$ cat config.mk
export PLATFORM = sky130hd
export DESIGN_NAME = rtc_countdown_timer
export DESIGN_NICKNAME = d
export VERILOG_FILES = /design/src/rtl/rtc_tmr_pkg.sv /design/src/rtl/rtc_tmr_prescaler.sv /design/src/rtl/rtc_tmr_counter.sv /design/src/rtl/rtc_tmr_irq.sv /design/src/rtl/rtc_countdown_timer.sv
export SDC_FILE = /design/constraint.sdc
export NUM_CORES = 1
export LEC_CHECK = 0
export BUFFER_PORTS_ARGS = -buffer_cell sky130_fd_sc_hd__buf_2
export CORE_ASPECT_RATIO = 0.8
export CORE_MARGIN = 4
export CORE_UTILIZATION = 42
export CTS_CLUSTER_DIAMETER = 60
export CTS_CLUSTER_SIZE = 20
export DETAILED_ROUTE_END_ITERATION = 8
export GPL_TIMING_DRIVEN = 0
export HOLD_SLACK_MARGIN = 0.05
export PLACE_DENSITY_LB_ADDON = 0.25
export SLEW_MARGIN = 10
export SYNTH_ARGS = -nofsm -noshare
export SYNTH_HDL_FRONTEND = slang
export SYNTH_SLANG_ARGS = --single-unit
export TNS_END_PERCENT = 1
$ cat constraint.sdc
create_clock -name clk_i -period 2.8 [get_ports clk_i]
set_clock_uncertainty 0.05 [all_clocks]
set_input_delay 0.56 -clock clk_i [delete_from_list [all_inputs] [get_ports clk_i]]
set_output_delay 0.56 -clock clk_i [all_outputs]
set_load 0.1 [all_outputs]
$ cat src/rtl/rtc_tmr_pkg.sv
package rtc_tmr_pkg;

    typedef enum logic [1:0] {
        SRC_FAST = 2'b00,
        SRC_MID  = 2'b01,
        SRC_SEC  = 2'b10,
        SRC_MIN  = 2'b11
    } src_sel_e;

    typedef struct packed {
        logic     en;
        logic     ie;
        logic     pulse;
        src_sel_e src;
    } tmr_ctrl_t;

    localparam tmr_ctrl_t CTRL_RESET = '{en: 1'b0, ie: 1'b0, pulse: 1'b0, src: SRC_MIN};

endpackage

$ cat src/rtl/rtc_tmr_prescaler.sv
module rtc_tmr_prescaler #(
    parameter int LOG_FAST = 1,
    parameter int LOG_MID  = 7,
    parameter int LOG_SEC  = 13,
    parameter int MIN_DIV  = 60
) (
    input  logic       clk_i,
    input  logic       rst_ni,
    input  logic       stb_i,
    output logic [3:0] ticks_o
);
    localparam int MIN_W = (MIN_DIV > 1) ? $clog2(MIN_DIV) : 1;
    localparam logic [MIN_W-1:0] MIN_LAST = MIN_W'(MIN_DIV - 1);

    typedef struct packed {
        logic [LOG_SEC-1:0] pre;
        logic [MIN_W-1:0]   mins;
    } pre_state_t;

    pre_state_t st_q, st_d;
    logic tick_fast, tick_mid, tick_sec, tick_min;

    always_comb begin
        tick_fast = stb_i && (&st_q.pre[LOG_FAST-1:0]);
        tick_mid  = stb_i && (&st_q.pre[LOG_MID-1:0]);
        tick_sec  = stb_i && (&st_q.pre);
        tick_min  = tick_sec && (st_q.mins == MIN_LAST);

        st_d = st_q;
        if (stb_i) begin
            st_d.pre = st_q.pre + 1'b1;
        end
        if (tick_sec) begin
            st_d.mins = (st_q.mins == MIN_LAST) ? '0 : st_q.mins + 1'b1;
        end
    end

    always_ff @(posedge clk_i or negedge rst_ni) begin
        if (!rst_ni) begin
            st_q <= '0;
        end else begin
            st_q <= st_d;
        end
    end

    assign ticks_o = {tick_min, tick_sec, tick_mid, tick_fast};

    a_r1_min_inside_sec: assert property (@(posedge clk_i) disable iff (!rst_ni)
        ticks_o[3] |-> ticks_o[2]);
    a_r1_sec_inside_mid: assert property (@(posedge clk_i) disable iff (!rst_ni)
        ticks_o[2] |-> (ticks_o[1] && ticks_o[0]));
    a_r1_min_count_range: assert property (@(posedge clk_i) disable iff (!rst_ni)
        st_q.mins <= MIN_LAST);

endmodule

$ cat src/rtl/rtc_tmr_counter.sv
module rtc_tmr_counter #(
    parameter int VAL_W = 8
) (
    input  logic             clk_i,
    input  logic             rst_ni,
    input  logic             step_i,
    input  logic             en_i,
    input  logic             wr_i,
    input  logic [VAL_W-1:0] wr_data_i,
    output logic [VAL_W-1:0] count_o,
    output logic             expire_o
);
    localparam logic [VAL_W-1:0] ONE = VAL_W'(1);

    typedef struct packed {
        logic [VAL_W-1:0] reload;
        logic [VAL_W-1:0] count;
    } cnt_state_t;

    cnt_state_t st_q, st_d;
    logic       stepping;

    always_comb begin
        st_d     = st_q;
        stepping = !wr_i && step_i && en_i && (st_q.reload != '0);
        expire_o = stepping && (st_q.count <= ONE);
        if (wr_i) begin
            st_d.reload = wr_data_i;
            st_d.count  = wr_data_i;
        end else if (expire_o) begin
            st_d.count = st_q.reload;
        end else if (stepping) begin
            st_d.count = st_q.count - ONE;
        end
    end

    always_ff @(posedge clk_i or negedge rst_ni) begin
        if (!rst_ni) begin
            st_q <= '0;
        end else begin
            st_q <= st_d;
        end
    end

    assign count_o = st_q.count;

    a_r2_reload_on_expiry: assert property (@(posedge clk_i) disable iff (!rst_ni)
        expire_o |=> (st_q.count == $past(st_q.reload)));
    a_r6_hold_when_off: assert property (@(posedge clk_i) disable iff (!rst_ni)
        (!en_i && !wr_i) |=> $stable(st_q.count));
    a_r6_no_expiry_when_off: assert property (@(posedge clk_i) disable iff (!rst_ni)
        !en_i |-> !expire_o);
    a_r8_zero_stays: assert property (@(posedge clk_i) disable iff (!rst_ni)
        (st_q.reload == '0 && st_q.count == '0 && !wr_i) |=> (st_q.count == '0));
    a_r9_write_loads: assert property (@(posedge clk_i) disable iff (!rst_ni)
        wr_i |=> (st_q.count == $past(wr_data_i) && st_q.reload == $past(wr_data_i)));

endmodule

$ cat src/rtl/rtc_tmr_irq.sv
module rtc_tmr_irq #(
    parameter int PW_FAST = 1,
    parameter int PW_MID  = 64,
    parameter int PW_SLOW = 128
) (
    input  logic                  clk_i,
    input  logic                  rst_ni,
    input  logic                  stb_i,
    input  logic                  expire_i,
    input  logic                  rd_i,
    input  logic                  ie_i,
    input  logic                  pulse_i,
    input  rtc_tmr_pkg::src_sel_e src_i,
    output logic                  tf_o,
    output logic                  irq_o
);
    import rtc_tmr_pkg::*;

    localparam int PW_W = $clog2(PW_SLOW + 1);
    localparam logic [PW_W-1:0] PW_MAX = PW_W'(PW_SLOW);

    typedef struct packed {
        logic            tf;
        logic [PW_W-1:0] pw;
    } irq_state_t;

    irq_state_t      st_q, st_d;
    logic [PW_W-1:0] pw_len;

    always_comb begin
        case (src_i)
            SRC_FAST: pw_len = PW_W'(PW_FAST);
            SRC_MID:  pw_len = PW_W'(PW_MID);
            default:  pw_len = PW_W'(PW_SLOW);
        endcase

        st_d = st_q;
        if (expire_i) begin
            st_d.tf = 1'b1;
        end else if (rd_i) begin
            st_d.tf = 1'b0;
        end

        if (expire_i) begin
            st_d.pw = pw_len;
        end else if (stb_i && st_q.pw != '0) begin
            st_d.pw = st_q.pw - 1'b1;
        end
    end

    always_ff @(posedge clk_i or negedge rst_ni) begin
        if (!rst_ni) begin
            st_q <= '0;
        end else begin
            st_q <= st_d;
        end
    end

    assign tf_o  = st_q.tf;
    assign irq_o = ie_i && (pulse_i ? (st_q.pw != '0) : st_q.tf);

    a_r3_flag_set: assert property (@(posedge clk_i) disable iff (!rst_ni)
        expire_i |=> tf_o);
    a_r3_flag_clear: assert property (@(posedge clk_i) disable iff (!rst_ni)
        (rd_i && !expire_i) |=> !tf_o);
    a_r5_pulse_bound: assert property (@(posedge clk_i) disable iff (!rst_ni)
        st_q.pw <= PW_MAX);
    a_r5_pulse_start: assert property (@(posedge clk_i) disable iff (!rst_ni)
        expire_i |=> (st_q.pw != '0));

endmodule

$ cat src/rtl/rtc_countdown_timer.sv
module rtc_countdown_timer #(
    parameter int VAL_W    = 8,
    parameter int LOG_FAST = 1,
    parameter int LOG_MID  = 7,
    parameter int LOG_SEC  = 13,
    parameter int MIN_DIV  = 60,
    parameter int PW_FAST  = 1,
    parameter int PW_MID   = 64,
    parameter int PW_SLOW  = 128
) (
    input  logic             clk_i,
    input  logic             rst_ni,
    input  logic             tick_8k_i,
    input  logic             val_wr_i,
    input  logic [VAL_W-1:0] val_data_i,
    input  logic             ctrl_wr_i,
    input  logic             ctrl_en_i,
    input  logic             ctrl_ie_i,
    input  logic             ctrl_pulse_i,
    input  logic [1:0]       ctrl_src_i,
    input  logic             flags_rd_i,
    output logic             tf_o,
    output logic             irq_o,
    output logic [VAL_W-1:0] count_o
);
    import rtc_tmr_pkg::*;

    tmr_ctrl_t  ctrl_q, ctrl_d;
    logic [3:0] ticks;
    logic       step;
    logic       expire;

    always_comb begin
        ctrl_d = ctrl_q;
        if (ctrl_wr_i) begin
            ctrl_d.en    = ctrl_en_i;
            ctrl_d.ie    = ctrl_ie_i;
            ctrl_d.pulse = ctrl_pulse_i;
            ctrl_d.src   = src_sel_e'(ctrl_src_i);
        end
    end

    always_ff @(posedge clk_i or negedge rst_ni) begin
        if (!rst_ni) begin
            ctrl_q <= CTRL_RESET;
        end else begin
            ctrl_q <= ctrl_d;
        end
    end

    rtc_tmr_prescaler #(
        .LOG_FAST (LOG_FAST),
        .LOG_MID  (LOG_MID),
        .LOG_SEC  (LOG_SEC),
        .MIN_DIV  (MIN_DIV)
    ) u_pre (
        .clk_i   (clk_i),
        .rst_ni  (rst_ni),
        .stb_i   (tick_8k_i),
        .ticks_o (ticks)
    );

    assign step = ticks[ctrl_q.src];

    rtc_tmr_counter #(
        .VAL_W (VAL_W)
    ) u_cnt (
        .clk_i     (clk_i),
        .rst_ni    (rst_ni),
        .step_i    (step),
        .en_i      (ctrl_q.en),
        .wr_i      (val_wr_i),
        .wr_data_i (val_data_i),
        .count_o   (count_o),
        .expire_o  (expire)
    );

    rtc_tmr_irq #(
        .PW_FAST (PW_FAST),
        .PW_MID  (PW_MID),
        .PW_SLOW (PW_SLOW)
    ) u_irq (
        .clk_i    (clk_i),
        .rst_ni   (rst_ni),
        .stb_i    (tick_8k_i),
        .expire_i (expire),
        .rd_i     (flags_rd_i),
        .ie_i     (ctrl_q.ie),
        .pulse_i  (ctrl_q.pulse),
        .src_i    (ctrl_q.src),
        .tf_o     (tf_o),
        .irq_o    (irq_o)
    );

    a_r10_irq_needs_ie: assert property (@(posedge clk_i) disable iff (!rst_ni)
        irq_o |-> ctrl_q.ie);
    a_r4_level_follows_flag: assert property (@(posedge clk_i) disable iff (!rst_ni)
        (irq_o && !ctrl_q.pulse) |-> tf_o);

endmodule

==> results.toml <==
[status]
status = "finished, final reports clean"

[grt]
gr-total-overflow = 0
grt_pass1_vias = 1945
grt_max_degree = 50
grt_use_total = 0.1538
antenna_found_initial = 0
grt_first_pass_wirelength_um = 9480

[clock_network]
clk_latency_ps = 290
cts_root_buffer = "clkbuf_8"
clk_pin_slew_ps = 90
clock-sinks = 49
htree_levels = 2
tritoncts = "yes"
cts_max_path_buffers = 2
cts_made_buffers = 5

[setup_path]
r2r_cells = 7
cp_top_family = "simple AND/OR/NAND/NOR gates"
endpoint = "irq_o"
crit_path_cell_trace = "or4_1 -> nor4_2 -> nand2_1 -> o211a_1 -> buf_2"
critPathArrivalTime_ps = 2030
r2r_end = "u_irq.st_q[0]$_DFFE_PN0P_"
worstSetupStartpoint = "u_irq.st_q[5]$_DFFE_PN0P_"
cpMaxStageDelayCell = "or4_1"
cp.buffers_inverters = 1
cp.required_ps = 2190
slowest_delay_ps = 610
rrSetupSlack_ps = 440
crit_cells = 5
critPathKind = "flip-flop to primary output"
rr_startpoint = "u_pre.st_q[6]$_DFFE_PN0P_"
worst-path-max-fanout = 4
cp-end-kind = "primary output"
critPathLaunchType = "flip-flop"

[timing]
fmax_ghz = 0.3794
min_period_ps = 2636
rsz0062_at_grt = "no"
setup_tns_ps = 0
post-route-period-util = 0.9413
hold_viol = 0
worst_pin_slew_ps = 1087
setup_viol = 0
max_slew_margin = 0.2756
hold_ws_ps = 417.6
finalMaxSlewViolations = 0

[routing]
drc = 0
dr_total_vias = 2009
firstDrtPassIters = 4
ant_nets = 0
wl_um = 5348
wl_per_cell_um = 14.19
drt_iter0_drc = 118
viasPerCell = 5.329

[logic_synthesis]
synth_compound_area_frac = 0.1465
yosys.area_share.simple = 0.1917
ys_seq_elements = 49
synth_cell_types = 55
ys_seq_area_frac = 0.4626
synth_edf_count = 0
synth.avg_cell_area_um2 = 10.18
syn_area_um2 = 2656
synthAdderAreaFrac = 0.02826
synthArstFlopShare = 1.000
synthCells = 261
synthMuxAreaShare = 0.04569
ys.flop_type = "dfrtp_1"
synth_warnings = 0
synth.net_count = 286
synth_top_family_by_area = "simple AND/OR/NAND/NOR gates"
synth_xor_area_frac = 0.06594

[finish]
synthToLayoutAreaGrowth_pct = 12.53
final_nets = 320
post_route_cells_drive_above_1_share = 0.2264
layout_common_cells = "dfrtp_1 (47), buf_2 (27), nand2_1 (22)"
final_common_cell = "dfrtp_1"
diodes = 0
multi_input_area_um2 = 1276
register_area_um2 = 1229
n_fill_cell = 566

[placement]
hpwl_um = 3950
routabilityCongestion = 0.8176
port_buffers = 27

[power_and_ir_drop]
combPwrFrac = 0.283
p_seq_frac = 0.506
switching_share = 0.3640
p_int_w = 0.001275
clockPowerShare = 0.210
p_leak_nw = 1.320
p_switching_w = 0.0007300
powerDensity_nw_per_um2 = 670.9
vdd_ir_drop_max_uv = 258.7

[run]
drv_cap = 0

[floorplanning]
start_util = 0.4423
die_w_um = 96.92
core_um2 = 6006
rows = 25
die_h_um = 79.13
io_pins = 29
die_area_um2 = 7669

[min_path]
hold_class = "input pin to asynchronous set/reset pin"
==> Yosys cell counts (all sizes together), types with 3 or more instances <==
cell | n | area [um2]
nand4 | 9 | 71.32
dfrtp | 47 | 1176
mux2 | 9 | 101.4
a21oi | 6 | 30.03
or4 | 3 | 26.27
a21o | 7 | 53.80
inv | 14 | 52.55
nor4 | 5 | 46.29
a221o | 3 | 30.03
nand2 | 22 | 82.58
nand3 | 8 | 40.04
nor2 | 20 | 75.07
xnor2 | 11 | 96.34
o21ai | 17 | 85.08
nor3 | 8 | 51.30
o31ai | 3 | 22.52
buf | 11 | 90.08
ha | 6 | 75.07
clkbuf | 4 | 15.01
xor2 | 9 | 78.83
a31oi | 4 | 25.02
==> power groups by stage <==
| stage | Clock [W] | Sequential [W] | Combinational [W] |
|---|---|---|---|
| finish | 0.000422 | 0.00102 | 0.000568 |
| floorplan | 0 | 0.000984 | 0.000469 |
| global placement | 0 | 0.00102 | 0.000559 |
| detailed placement | 0 | 0.00102 | 0.000569 |
| global route | 0.000475 | 0.00104 | 0.000634 |
| CTS | 0.000444 | 0.00101 | 0.000571 |
==> layout make-up <==
cell class | instances | area share
Clock buffer | 8 | 0.03014
Multi-Input combinational cell | 183 | 0.4270
Tap cell | 81 | 0.03391
Sequential cell | 49 | 0.4111
Inverter | 14 | 0.01758
Buffer | 15 | 0.03516
Timing Repair Buffer | 27 | 0.04521
==> logic make-up (layout without fill, tap and decap cells) <==
group | Yosys count | in the layout
muxes | 11 | 11
AOI/OAI and AO/OA | 55 | 55
DFF | 49 | 49
buffers and inverters | 29 | 64
adders and majority gates | 6 | 6
xor gates and xnor gates | 20 | 20
and+or+nand+nor | 91 | 91
==> state kept, by name (all words and copies together) (netlist names) <==
signal / flops
u_irq.tf_o: 1
u_irq.st_q: 8
u_cnt.st_q: 8
ctrl_q: 5
u_cnt.count_o: 8
u_pre.st_q: 19
==> how the worst min path moves through the flow <==
stage	start	to	slack, ps	cells past startpoint
2_1_floorplan	rst_ni	ctrl_q[2]$_DFFE_PN0P_	210	0
3_3_place_gp	u_pre.st_q[13]$_DFFE_PN0P_	u_pre.st_q[13]$_DFFE_PN0P_	420	1
3_5_place_dp	u_pre.st_q[17]$_DFFE_PN0P_	u_pre.st_q[17]$_DFFE_PN0P_	420	1
4_1_cts	ctrl_src_i[1]	ctrl_q[1]$_DFFE_PN1P_	420	3
5_1_grt	ctrl_src_i[1]	ctrl_q[1]$_DFFE_PN1P_	420	3
6_report	rst_ni	ctrl_q[3]$_DFFE_PN0P_	420	1
==> stage by stage <==
stage | std cells | total power (W) | util | area [um2] | setup slack, ps
2_1_floorplan | 261 | 0.001453 | - | 2656 | 448.7
3_3_place_gp | 369 | 0.001579 | 0.4817 | 2893 | 355.9
3_5_place_dp | 369 | 0.001593 | 0.4817 | 2893 | 351.1
4_1_cts | 377 | 0.002025 | 0.4967 | 2983 | 22.63
5_1_grt | 377 | 0.002151 | 0.4977 | 2989 | 4.683
6_report | 377 | 0.002005 | 0.4977 | 2989 | 164.5
==> repair_timing <==
item,CTS,global route
setup buffers,0,0
hold buffers,0,0
gates resized for setup,0,1
endpoints found under the setup margin,0,1
==> layer usage <==
layer / track usage / up-vias / wire, um
met5: 0 / - / 0
li1: - / 1000 / -
met4: 0.04208 / 0 / 42
met1: 0.2260 / 962 / 2769
met2: 0.2300 / 43 / 2295
met3: 0.03161 / 4 / 241
No activity file was read; power rests on OpenSTA's default activity.
